===== src/rtl/srclk_pkg.sv =====
package srclk_pkg;
  typedef enum logic [1:0] {
    WK_IDLE  = 2'd0,
    WK_FETCH = 2'd1,
    WK_EVAL  = 2'd2,
    WK_REQ   = 2'd3
  } walk_state_e;
endpackage


===== src/rtl/srclk_key_stack.sv =====
module srclk_key_stack #(
  parameter int W     = 32,
  parameter int DEPTH = 4
) (
  input  logic         clk,
  input  logic         rst_n,
  input  logic         push,
  input  logic [W-1:0] push_data,
  input  logic         pop,
  output logic [W-1:0] top_data,
  output logic         empty,
  output logic         full
);
  localparam int CNT_W = $clog2(DEPTH + 1);
  localparam int PTR_W = (DEPTH > 1) ? $clog2(DEPTH) : 1;

  logic [W-1:0]     slot_q [DEPTH];
  logic [CNT_W-1:0] count_q, count_d;
  logic             count_en;
  logic [PTR_W-1:0] wr_ptr, top_ptr;

  assign empty   = (count_q == '0);
  assign full    = (count_q == CNT_W'(DEPTH));
  assign wr_ptr  = PTR_W'(count_q);
  assign top_ptr = PTR_W'(count_q - CNT_W'(1));
  assign top_data = slot_q[top_ptr];

  always_comb begin
    count_d  = count_q;
    count_en = 1'b0;
    if (push && !full) begin
      count_d  = count_q + CNT_W'(1);
      count_en = 1'b1;
    end else if (pop && !empty) begin
      count_d  = count_q - CNT_W'(1);
      count_en = 1'b1;
    end
  end

  always_ff @(posedge clk or negedge rst_n) begin
    if (!rst_n)        count_q <= '0;
    else if (count_en) count_q <= count_d;
  end

  for (genvar g = 0; g < DEPTH; g++) begin : g_slot
    logic slot_we;
    assign slot_we = push && !full && (wr_ptr == PTR_W'(g));
    always_ff @(posedge clk) begin
      if (slot_we) slot_q[g] <= push_data;
    end
  end
endmodule


===== src/rtl/srclk_entry_cmp.sv =====
module srclk_entry_cmp #(
  parameter int KEY_W  = 32,
  parameter int ADDR_W = 32
) (
  input  logic [KEY_W-1:0]  key,
  input  logic [KEY_W-1:0]  match_val,
  input  logic [KEY_W-1:0]  sel_mask,
  input  logic [ADDR_W-1:0] base,
  output logic              is_end,
  output logic              is_hit,
  output logic              is_greater,
  output logic [ADDR_W-1:0] start_addr
);
  logic [KEY_W-1:0] masked_key;
  logic [KEY_W-1:0] offset;

  assign masked_key = key & sel_mask;
  assign offset     = key & ~sel_mask;
  assign is_end     = (sel_mask == '0);
  assign is_hit     = !is_end && (masked_key == match_val);
  assign is_greater = (masked_key > match_val);
  assign start_addr = base + ADDR_W'(offset);
endmodule


===== src/rtl/srclk_walker.sv =====
module srclk_walker
  import srclk_pkg::*;
#(
  parameter int KEY_W     = 32,
  parameter int ADDR_W    = 32,
  parameter int IDX_W     = 5,
  parameter int LEN_W     = 8,
  parameter int MAX_STEPS = 16,
  parameter int BLK_BYTES = 48,
  parameter int ROOT_IDX  = 0
) (
  input  logic              clk,
  input  logic              rst_n,
  input  logic              src_have,
  input  logic [KEY_W-1:0]  src_key,
  output logic              src_take,
  output logic              tbl_rd_en,
  output logic [IDX_W-1:0]  tbl_rd_idx,
  input  logic [KEY_W-1:0]  tbl_match,
  input  logic [KEY_W-1:0]  tbl_mask,
  input  logic [ADDR_W-1:0] tbl_base,
  input  logic [IDX_W-1:0]  tbl_link,
  output logic              dma_valid,
  input  logic              dma_ready,
  output logic [ADDR_W-1:0] dma_addr,
  output logic [LEN_W-1:0]  dma_len,
  output logic              lk_miss
);
  localparam int STEP_W = $clog2(MAX_STEPS + 1);

  walk_state_e       state_q, state_d;
  logic [KEY_W-1:0]  key_q;
  logic [IDX_W-1:0]  idx_q, idx_d;
  logic [STEP_W-1:0] steps_q, steps_d;
  logic [ADDR_W-1:0] addr_q;
  logic              miss_q, miss_d;
  logic              key_en, idx_en, steps_en, addr_en;

  logic              c_end, c_hit, c_gt;
  logic [ADDR_W-1:0] c_addr;

  srclk_entry_cmp #(.KEY_W(KEY_W), .ADDR_W(ADDR_W)) u_cmp (
    .key        (key_q),
    .match_val  (tbl_match),
    .sel_mask   (tbl_mask),
    .base       (tbl_base),
    .is_end     (c_end),
    .is_hit     (c_hit),
    .is_greater (c_gt),
    .start_addr (c_addr)
  );

  always_comb begin
    state_d   = state_q;
    idx_d     = idx_q;
    steps_d   = steps_q;
    miss_d    = 1'b0;
    key_en    = 1'b0;
    idx_en    = 1'b0;
    steps_en  = 1'b0;
    addr_en   = 1'b0;
    src_take  = 1'b0;
    tbl_rd_en = 1'b0;
    unique case (state_q)
      WK_IDLE: begin
        if (src_have) begin
          src_take = 1'b1;
          key_en   = 1'b1;
          idx_d    = IDX_W'(ROOT_IDX);
          idx_en   = 1'b1;
          steps_d  = '0;
          steps_en = 1'b1;
          state_d  = WK_FETCH;
        end
      end
      WK_FETCH: begin
        tbl_rd_en = 1'b1;
        steps_d   = steps_q + STEP_W'(1);
        steps_en  = 1'b1;
        state_d   = WK_EVAL;
      end
      WK_EVAL: begin
        if (c_end) begin
          miss_d  = 1'b1;
          state_d = WK_IDLE;
        end else if (c_hit) begin
          addr_en = 1'b1;
          state_d = WK_REQ;
        end else if (steps_q >= STEP_W'(MAX_STEPS)) begin
          miss_d  = 1'b1;
          state_d = WK_IDLE;
        end else begin
          idx_en  = 1'b1;
          idx_d   = c_gt ? tbl_link : (idx_q + IDX_W'(1));
          state_d = WK_FETCH;
        end
      end
      WK_REQ: begin
        if (dma_ready) state_d = WK_IDLE;
      end
      default: state_d = WK_IDLE;
    endcase
  end

  always_ff @(posedge clk or negedge rst_n) begin
    if (!rst_n) begin
      state_q <= WK_IDLE;
      miss_q  <= 1'b0;
    end else begin
      state_q <= state_d;
      miss_q  <= miss_d;
    end
  end

  always_ff @(posedge clk or negedge rst_n) begin
    if (!rst_n)        steps_q <= '0;
    else if (steps_en) steps_q <= steps_d;
  end

  always_ff @(posedge clk or negedge rst_n) begin
    if (!rst_n)      idx_q <= '0;
    else if (idx_en) idx_q <= idx_d;
  end

  always_ff @(posedge clk) begin
    if (key_en)  key_q  <= src_key;
    if (addr_en) addr_q <= c_addr;
  end

  assign tbl_rd_idx = idx_q;
  assign dma_valid  = (state_q == WK_REQ);
  assign dma_addr   = addr_q;
  assign dma_len    = LEN_W'(BLK_BYTES);
  assign lk_miss    = miss_q;
endmodule


===== src/rtl/spike_src_lookup.sv =====
module spike_src_lookup #(
  parameter int KEY_W       = 32,
  parameter int ADDR_W      = 32,
  parameter int IDX_W       = 5,
  parameter int LEN_W       = 8,
  parameter int MAX_STEPS   = 16,
  parameter int BLK_BYTES   = 48,
  parameter int STACK_DEPTH = 4,
  parameter int ROOT_IDX    = 0
) (
  input  logic              clk,
  input  logic              rst_n,
  input  logic              key_valid,
  input  logic [KEY_W-1:0]  key_data,
  output logic              key_ready,
  output logic              tbl_rd_en,
  output logic [IDX_W-1:0]  tbl_rd_idx,
  input  logic [KEY_W-1:0]  tbl_match,
  input  logic [KEY_W-1:0]  tbl_mask,
  input  logic [ADDR_W-1:0] tbl_base,
  input  logic [IDX_W-1:0]  tbl_link,
  output logic              dma_valid,
  input  logic              dma_ready,
  output logic [ADDR_W-1:0] dma_addr,
  output logic [LEN_W-1:0]  dma_len,
  output logic              lk_miss
);
  logic             st_empty, st_full, st_push, st_pop;
  logic [KEY_W-1:0] st_top;
  logic             src_have, src_take;
  logic [KEY_W-1:0] src_key;

  // A live key goes straight to an idle walker; otherwise it is parked.
  assign src_have  = key_valid || !st_empty;
  assign src_key   = key_valid ? key_data : st_top;
  assign key_ready = !st_full || src_take;
  assign st_push   = key_valid && !src_take && !st_full;
  assign st_pop    = src_take && !key_valid;

  srclk_key_stack #(.W(KEY_W), .DEPTH(STACK_DEPTH)) u_stack (
    .clk       (clk),
    .rst_n     (rst_n),
    .push      (st_push),
    .push_data (key_data),
    .pop       (st_pop),
    .top_data  (st_top),
    .empty     (st_empty),
    .full      (st_full)
  );

  srclk_walker #(
    .KEY_W(KEY_W), .ADDR_W(ADDR_W), .IDX_W(IDX_W), .LEN_W(LEN_W),
    .MAX_STEPS(MAX_STEPS), .BLK_BYTES(BLK_BYTES), .ROOT_IDX(ROOT_IDX)
  ) u_walk (
    .clk        (clk),
    .rst_n      (rst_n),
    .src_have   (src_have),
    .src_key    (src_key),
    .src_take   (src_take),
    .tbl_rd_en  (tbl_rd_en),
    .tbl_rd_idx (tbl_rd_idx),
    .tbl_match  (tbl_match),
    .tbl_mask   (tbl_mask),
    .tbl_base   (tbl_base),
    .tbl_link   (tbl_link),
    .dma_valid  (dma_valid),
    .dma_ready  (dma_ready),
    .dma_addr   (dma_addr),
    .dma_len    (dma_len),
    .lk_miss    (lk_miss)
  );
endmodule


===== config.mk =====
export PLATFORM = sky130hd
export DESIGN_NAME = spike_src_lookup
export DESIGN_NICKNAME = d
export VERILOG_FILES = /design/src/rtl/srclk_pkg.sv /design/src/rtl/srclk_key_stack.sv /design/src/rtl/srclk_entry_cmp.sv /design/src/rtl/srclk_walker.sv /design/src/rtl/spike_src_lookup.sv
export SDC_FILE = /design/constraint.sdc
export NUM_CORES = 1
export LEC_CHECK = 0
export ABC_AREA = 1
export BUFFER_PORTS_ARGS = -buffer_cell sky130_fd_sc_hd__buf_2
export CAP_MARGIN = 20
export CORE_UTILIZATION = 64
export CTS_BUF_LIST = sky130_fd_sc_hd__clkbuf_4
export DETAILED_ROUTE_END_ITERATION = 6
export PLACE_DENSITY = 0.95
export SLEW_MARGIN = 25
export SYNTH_ARGS = -nofsm -noshare
export SYNTH_HDL_FRONTEND = slang
export SYNTH_SLANG_ARGS = --single-unit

===== constraint.sdc =====
create_clock -name clk -period 10.1 [get_ports clk]
set_clock_uncertainty 0.1 [all_clocks]
set_input_delay 0 -clock clk [delete_from_list [all_inputs] [get_ports clk]]
set_output_delay 0 -clock clk [all_outputs]
set_load 0.02 [all_outputs]

==> out/summary.txt, run 1 <==
Post-Synth Adder-Cell Area = 8.08%
Area post-placement = 0.0125 sq mm
DRT Pass-1 Iters = 7
Routed Antenna Nets = 0
Initial antenna violation count = 6
Worst slack at placement = 6810 ps
Post-Synth Simple-Gate Area = 19.1%
Multi-input logic area = 0.00449 sq mm
WL/cell = 19.9 um
Setup_tns = 0 ps
Status = finished with violations
CTS Root Cell = clkbuf_4
Period Utilization, post-route = 45.1%
Synth cell types = 42
Peak supply drop = 0.161 mV
CP arrival = 5050 ps
Post-Syn Area = 0.0114 sq mm
Final Max Tran Viols = 0
Mux cell area share after synthesis = 0%
FP Rows = 48
Complex-gate fraction of the synthesized area = 9.60%
Chip width = 135 um
Setup CP Type = primary input to register
Cell Pwr Density = 242 mW/mm^2
Vias in the first global route = 11.1k
CP required = 10600 ps
Cts bufs inserted = 51
PortBufs = 177
Initial drt markers = 1507
Final WL = 37000 um
Main combinational cell family by area after synthesis = simple AND/OR/NAND/NOR gates
Largest net degree at the start of global routing = 69
# nets final = 1801
Latest clock arrival within the worst-skew pair = 720 ps
Fin. Hold Viols = 0
Fmax = 220 MHz
Final Wtd Congestion = 0.952
RSZ-0062 raised after global routing = no
Sequential area share after synthesis = 54.1%
Least-Margin Pin Slew = 938 ps
Violated checks = DRC
Post-route minimum period = 4550 ps
Synthesis-to-layout area growth = 28.8%
Largest cells by area after synthesis = edfxtp_1 (51%), nor2_1 (8.6%), ha_1 (7.9%), nand2_1 (5.9%), inv_1 (5.3%)
Area of the core = 0.0174 sq mm
CP endpoint kind = register
Final setup vio count = 0
#FFs+latches synth = 208
Fillcell total = 871
GRT Total Usage = 40.9%
Synth area leader = edfxtp_1
Register area = 0.00617 sq mm
Startpoint types = primary input
Gr ovfl total = 0
Final core utilization = 84.6%
First-pass GRT wire length = 55900 um
Initial core utilization = 65.7%
Final non-filler cell area = 0.0147 sq mm
Num Clock Sinks = 208
H-tree Lvls = 2
IO Pins = 186
Final HPWL DP = 20500 um
Post-Synth XOR/XNOR Area = 2.15%
Avg Cell Area, Syn = 9.24 sq um
Critical Path Fanout Max = 3
Via Count = 11.2k
Leak pwr = 6.70 nW
PostCTS Resize Cnt = 0
Die Ht = 135 um
Slew headroom = 37.5%
Layout cells sized above 1 = 18.8%
Worst hold path class = primary input to register
Yosys warns = 0
Die area = 0.0184 sq mm
Synthesized instance count = 1234
DR vias/cell = 6.02
Post-CTS Hold Buffers = 140
Number of setup buffers added after CTS = 0
CTS tree = done
CTS max path bufs = 3
Area share of the largest cell type after synthesis = 50.6%
Max-cap check violation count = 0
Final setup margin = 5550 ps
Post-route DRC = 8
Worst-path clk slew = 90 ps
## Yosys cell counts (all sizes together)
cell type / number
nor2: 269
edfxtp: 192
nand2: 187
inv: 161
o21ai: 100
ha: 72
a21oi: 58
nand3: 41
a31oi: 33
buf: 24
xor2: 22
dfrtp: 16
nand4: 13
clkbuf: 12
nor3: 11
xnor2: 6
a21o: 3
conb: 2
nor4: 2
o21a: 2
a32oi: 1
clkinv: 1
fa: 1
o211ai: 1
o221ai: 1
o31ai: 1
o32ai: 1
or2: 1
## stage by stage
stage / cells / power [mW] / hold WS, ps
2_1_floorplan: 1240 / 2.19 / -396
3_3_place_gp: 1613 / 2.49 / -164
3_5_place_dp: 1614 / 2.58 / -165
4_1_cts: 1846 / 3.40 / 0.0969
5_1_grt: 1861 / 3.74 / -2.30
6_report: 1862 / 3.56 / 20.0
## power breakdown
| part | switching [mW] | internal (mW) | total [mW] |
|---|---|---|---|
| Sequential | 0.100 | 1.19 | 1.29 |
| Combinational | 1.01 | 0.532 | 1.55 |
| Clock | 0.363 | 0.364 | 0.728 |
## cell families (layout without fill, tap and decap cells)
family | after synthesis | after routing
and+or+nand+nor | 524 | 524
DFF | 208 | 208
AOI/OAI and AO/OA | 201 | 201
buffers and inverters | 198 | 588
adders and majority gates | 73 | 73
xor gates and xnor gates | 28 | 28
other | 2 | 15
## flip-flops by register name (all words and copies together) (netlist names)
register           count
u_walk.lk_miss         1
u_walk.state_q         2
u_walk.steps_q         5
u_stack.slot_q       128
u_walk.tbl_rd_idx      5
u_walk.key_q          32
u_walk.dma_addr       32
u_stack.count_q        3
## routing by layer
layer / vias up / track usage (%) / part of all wire [%]
met3: 279 / 12.0 / 12
met2: 1006 / 64.8 / 47
met4: 0 / 31.9 / 7.4
li1: 4878 / - / -
met5: - / 0 / 0
met1: 5053 / 46.5 / 33
## layout make-up
cell class | instances | share of cell area (%)
diodes | 7 | 0.119
clock buffers | 74 | 3.78
clock inverters | 18 | 0.724
inverters | 162 | 4.18
multi-input cells | 834 | 30.6
flip-flops and latches | 208 | 42.0
well taps | 225 | 1.92
repair buffers | 334 | 16.7
## critical path, stage by stage
cell and delay [ps]:
dlygate4sd3_1 550, buf_2 160, nor2_1 140, dlygate4sd3_1 570, nand2_1 50, dlygate4sd3_1 560
nor2_1 110, dlygate4sd3_1 570, nand2_1 60, dlygate4sd3_1 600, nor2_2 110, dlygate4sd3_1 650
nor2_4 80, nand2_1 130, nand3_1 90, dlygate4sd3_1 610
## cell usage in the layout, fill, tap and decap left out, types with 2 or more instances in the layout
cell and n:
a21oi_2 2, o21a_1 2, nor4_1 2, inv_1 157
nand3_1 38, nand2_1 178, dfrtp_1 15, a21oi_1 55
conb_1 8, buf_2 177, nor2_1 258, diode_2 7
edfxtp_1 192, clkinvlp_4 2, a31oi_1 33, nand2_2 9
nor2_2 8, dlygate4sd3_1 149, clkinv_1 10, o21ai_1 6
xnor2_1 6, nor2_4 3, ha_1 72, nand3_2 3
buf_4 7, nor3_1 9, xor2_1 22, a21o_1 3
nand4_1 11, clkinv_2 5, clkbuf_4 74, inv_2 4
o21ai_2 3, o21ai_0 91
## final timing paths
check / depth (start not counted) / startpoint / slack [ps] / endpoint
max: 16 / tbl_mask[29] / 5550 / u_walk.state_q[1]$_DFFE_PN0P_
min: 6 / tbl_mask[21] / 20 / u_walk.dma_addr[21]$_DFFE_PP_
max reg2reg: 12 / u_walk.key_q[5]$_DFFE_PP_ / 6360 / u_walk.dma_addr[30]$_DFFE_PP_
min reg2reg: 2 / u_walk.tbl_rd_idx[4]$_DFFE_PN0P_ / 480 / u_walk.tbl_rd_idx[4]$_DFFE_PN0P_
max in group asynchronous: 3 / rst_n / 8910 / u_stack.count_q[0]$_DFFE_PN0P_
min in group asynchronous: 3 / rst_n / 360 / u_walk.state_q[0]$_DFFE_PN0P_
No activity file was read; power rests on OpenSTA's default activity.
==> run 2: changes to the inputs <==
CORE_UTILIZATION = 59   (was 64)
PLACE_DENSITY = 0.9   (was 0.95)
clock period = 4.2 ns   (was 10.1 ns; I/O delays follow)
==> run 2 against run 1 <==
- the run now ends clean
- core utilization shrank 5.3 points
- final cell count rose by 3.1%
- via count is 4.8% lower
- critical path depth grew 1
- worst hold slack improved by 25 ps
- register-to-register slack worse by 5600 ps
- design area increased by 1.6%
- highest routed layer unchanged
==> out/summary.txt, run 2 (same netlist as run 1, synthesis figures left out) <==
Die Ht = 141 um (was 135 um)
Final WL = 32900 um (was 37000 um)
Reg2Reg Setup Slack = 730 ps (was 6360 ps)
Largest Register = u_stack.slot_q (unchanged)
Post-route DRC = 0 (was 8)
Largest net degree at the start of global routing = 68 (was 69)
Routed Antenna Nets = 0 (unchanged)
Final Wtd Congestion = 1.01 (was 0.952)
CTS tree = done (unchanged)
WL/cell = 17.1 um (was 19.9 um)
Hold Path Sink = u_stack.slot_q[3][4]$_DFFE_PP_ (was u_walk.dma_addr[21]$_DFFE_PP_)
CTS Root Cell = clkbuf_4 (unchanged)
Initial core utilization = 60.6% (was 65.7%)
FP Rows = 50 (was 48)
Final setup vio count = 0 (unchanged)
Dpl cells = 1653 (was 1614)
Layout cells sized above 1 = 18.6% (was 18.8%)
Final setup margin = 129 ps (was 5550 ps)
PostCTS Resize Cnt = 0 (unchanged)
Worst slack at placement = 1470 ps (was 6810 ps)
RSZ-0062 raised after global routing = no (unchanged)
Clk pwr share = 21.3% (was 20.4%)
CP endpoint kind = register (unchanged)
Via Count = 10.7k (was 11.2k)
Synthesis-to-layout area growth = 30.9% (was 28.8%)
Cell Pwr Density = 569 mW/mm^2 (was 242 mW/mm^2)
Min-delay src = key_data[4] (was tbl_mask[21])
DRT Pass-1 Iters = 5 (was 7)
Launch point of the worst reg-to-reg path = u_walk.key_q[0]$_DFFE_PP_ (was u_walk.key_q[5]$_DFFE_PP_)
Worst hold path class = primary input to register (unchanged)
Most common cell after layout, fill and taps aside = nor2_1 (unchanged)
Gr ovfl total = 0 (unchanged)
P_sw = 3.36 mW (was 1.48 mW)
Non-Filler Instances = 1919 (was 1862)
Vias in the first global route = 10.5k (was 11.1k)
Least-Margin Pin Slew = 980 ps (was 938 ps)
H-tree Lvls = 2 (unchanged)
Latest clock arrival within the worst-skew pair = 680 ps (was 720 ps)
GRT Total Usage = 33.7% (was 40.9%)
Status = completed (was finished with violations)
CP required = 4670 ps (was 10600 ps)
Post-route minimum period = 4070 ps
Cts bufs inserted = 51 (unchanged)
Most frequent cells in the layout = nor2_1 (258), edfxtp_1 (192), nand2_1 (178) (unchanged)
Final HPWL DP = 20100 um (was 20500 um)
Setup_tns = 0 ps (unchanged)
Flop pwr share = 35.8% (was 36.1%)
Critical Path Fanout Max = 6 (was 3)
Design Power = 8.49 mW (was 3.56 mW)
Die area = 0.0199 sq mm (was 0.0184 sq mm)
PortBufs = 177 (unchanged)
CP arrival = 4540 ps (was 5050 ps)
Comb power frac = 42.9% (was 43.4%)
R2R depth = 13 (was 12)
Fmax = 246 MHz
Setup CP Type = primary input to register (unchanged)
Leak pwr = 6.78 nW (was 6.70 nW)
# nets final = 1820 (was 1801)
Chip width = 141 um (was 135 um)
Period Utilization, post-route = 96.9%
Critical R2R Capture = u_walk.dma_addr[28]$_DFFE_PP_ (was u_walk.dma_addr[30]$_DFFE_PP_)
WHS = 45.2 ps (was 20.0 ps)
Max-cap check violation count = 0 (unchanged)
Initial antenna violation count = 6 (unchanged)
Fillcell total = 1114 (was 871)
Num Clock Sinks = 208 (unchanged)
Hold Crit Depth = 2 (was 6)
Startpoint types = primary input (unchanged)
Sw Share = 39.6% (was 41.5%)
Max reg flops = 128 (unchanged)
IO Pins = 186 (unchanged)
Initial drt markers = 1164 (was 1507)
Peak supply drop = 0.406 mV (was 0.161 mV)
CTS max path bufs = 3 (unchanged)
Fin. Hold Viols = 0 (unchanged)
First-pass GRT wire length = 51600 um (was 55900 um)
Pint = 5.13 mW (was 2.08 mW)
Final Max Tran Viols = 0 (unchanged)
Slew headroom = 34.6% (was 37.5%)
Area of the core = 0.0188 sq mm (was 0.0174 sq mm)
DR vias/cell = 5.57 (was 6.02)
Worst-path clk slew = 70 ps (was 90 ps)
run 2: final cells by class:
type	instances	area [sq um]	area share, %
multi-input combinational	834	4490	30.1
clock buffer	76	571	3.82
inverter	162	613	4.11
tap	260	325	2.18
timing repair buffer	353	2620	17.5
clock inverter	20	134	0.897
antenna	6	15.0	0.101
sequential	208	6170	41.3
run 2: metal layers:
| layer | wire, um | part of all wire [%] | vias up | global-route usage, % |
|---|---|---|---|---|
| met5 | 0 | 0 | - | 0 |
| met4 | 1730 | 5.2 | 0 | 18.9 |
| met3 | 2860 | 8.7 | 141 | 5.47 |
| met2 | 16400 | 50 | 684 | 58.5 |
| met1 | 11900 | 36 | 4922 | 40.0 |
| li1 | - | - | 4933 | - |
run 2: power by group through the flow:
stage | Clock [mW] | Sequential (mW) | Combinational (mW)
after floorplan | 0 | 3.04 | 2.23
after global placement | 0 | 3.03 | 2.98
after detailed placement | 0 | 3.06 | 3.11
after CTS | 1.80 | 3.01 | 3.47
after global routing | 1.94 | 3.06 | 4.01
final | 1.81 | 3.04 | 3.64
run 2: metrics by stage:
step                cell area, sq um  utilization [%]
finish                         14900             79.3
global route                   14900             79.3
CTS                            14900             79.2
detailed placement             12600             66.8
global placement               12600             66.8
floorplan                      11400                -
run 2: what timing repair did:
item,4_1_cts,5_1_grt
buffers inserted,0,1
setup endpoints to repair,0,5
hold endpoints to repair,219,0
hold buffers,163,0
run 2: worst max-delay path by stage:
stage                              startpoint                          endpoint  slack, ps  cells past startpoint
6_report                         tbl_mask[25]  u_walk.tbl_rd_idx[0]$_DFFE_PN0P_        130                     17
3_3_place_gp   u_stack.count_q[0]$_DFFE_PN0P_   u_stack.slot_q[3][10]$_DFFE_PP_       1590                      5
2_1_floorplan  u_stack.count_q[0]$_DFFE_PN0P_     u_walk.steps_q[2]$_DFFE_PN0P_        340                      9
4_1_cts                          tbl_mask[25]  u_walk.tbl_rd_idx[1]$_DFFE_PN0P_        320                     17
5_1_grt                          tbl_mask[19]  u_walk.tbl_rd_idx[2]$_DFFE_PN0P_         60                     17
3_5_place_dp   u_stack.count_q[1]$_DFFE_PN0P_   u_stack.slot_q[3][10]$_DFFE_PP_       1470                      7
run 2: worst max-delay path, stage by stage:
cell and delay [ps]:
dlygate4sd3_1 540, buf_2 150, nor2_1 80, dlygate4sd3_1 550, nand2_1 50, dlygate4sd3_1 550
nor2_1 100, dlygate4sd3_1 580, nand2_1 60, dlygate4sd3_1 590, nor2_2 220, nor2_1 120
nand2_1 160, nor2_4 80, nand3_1 80, dlygate4sd3_1 570, nand2_1 70
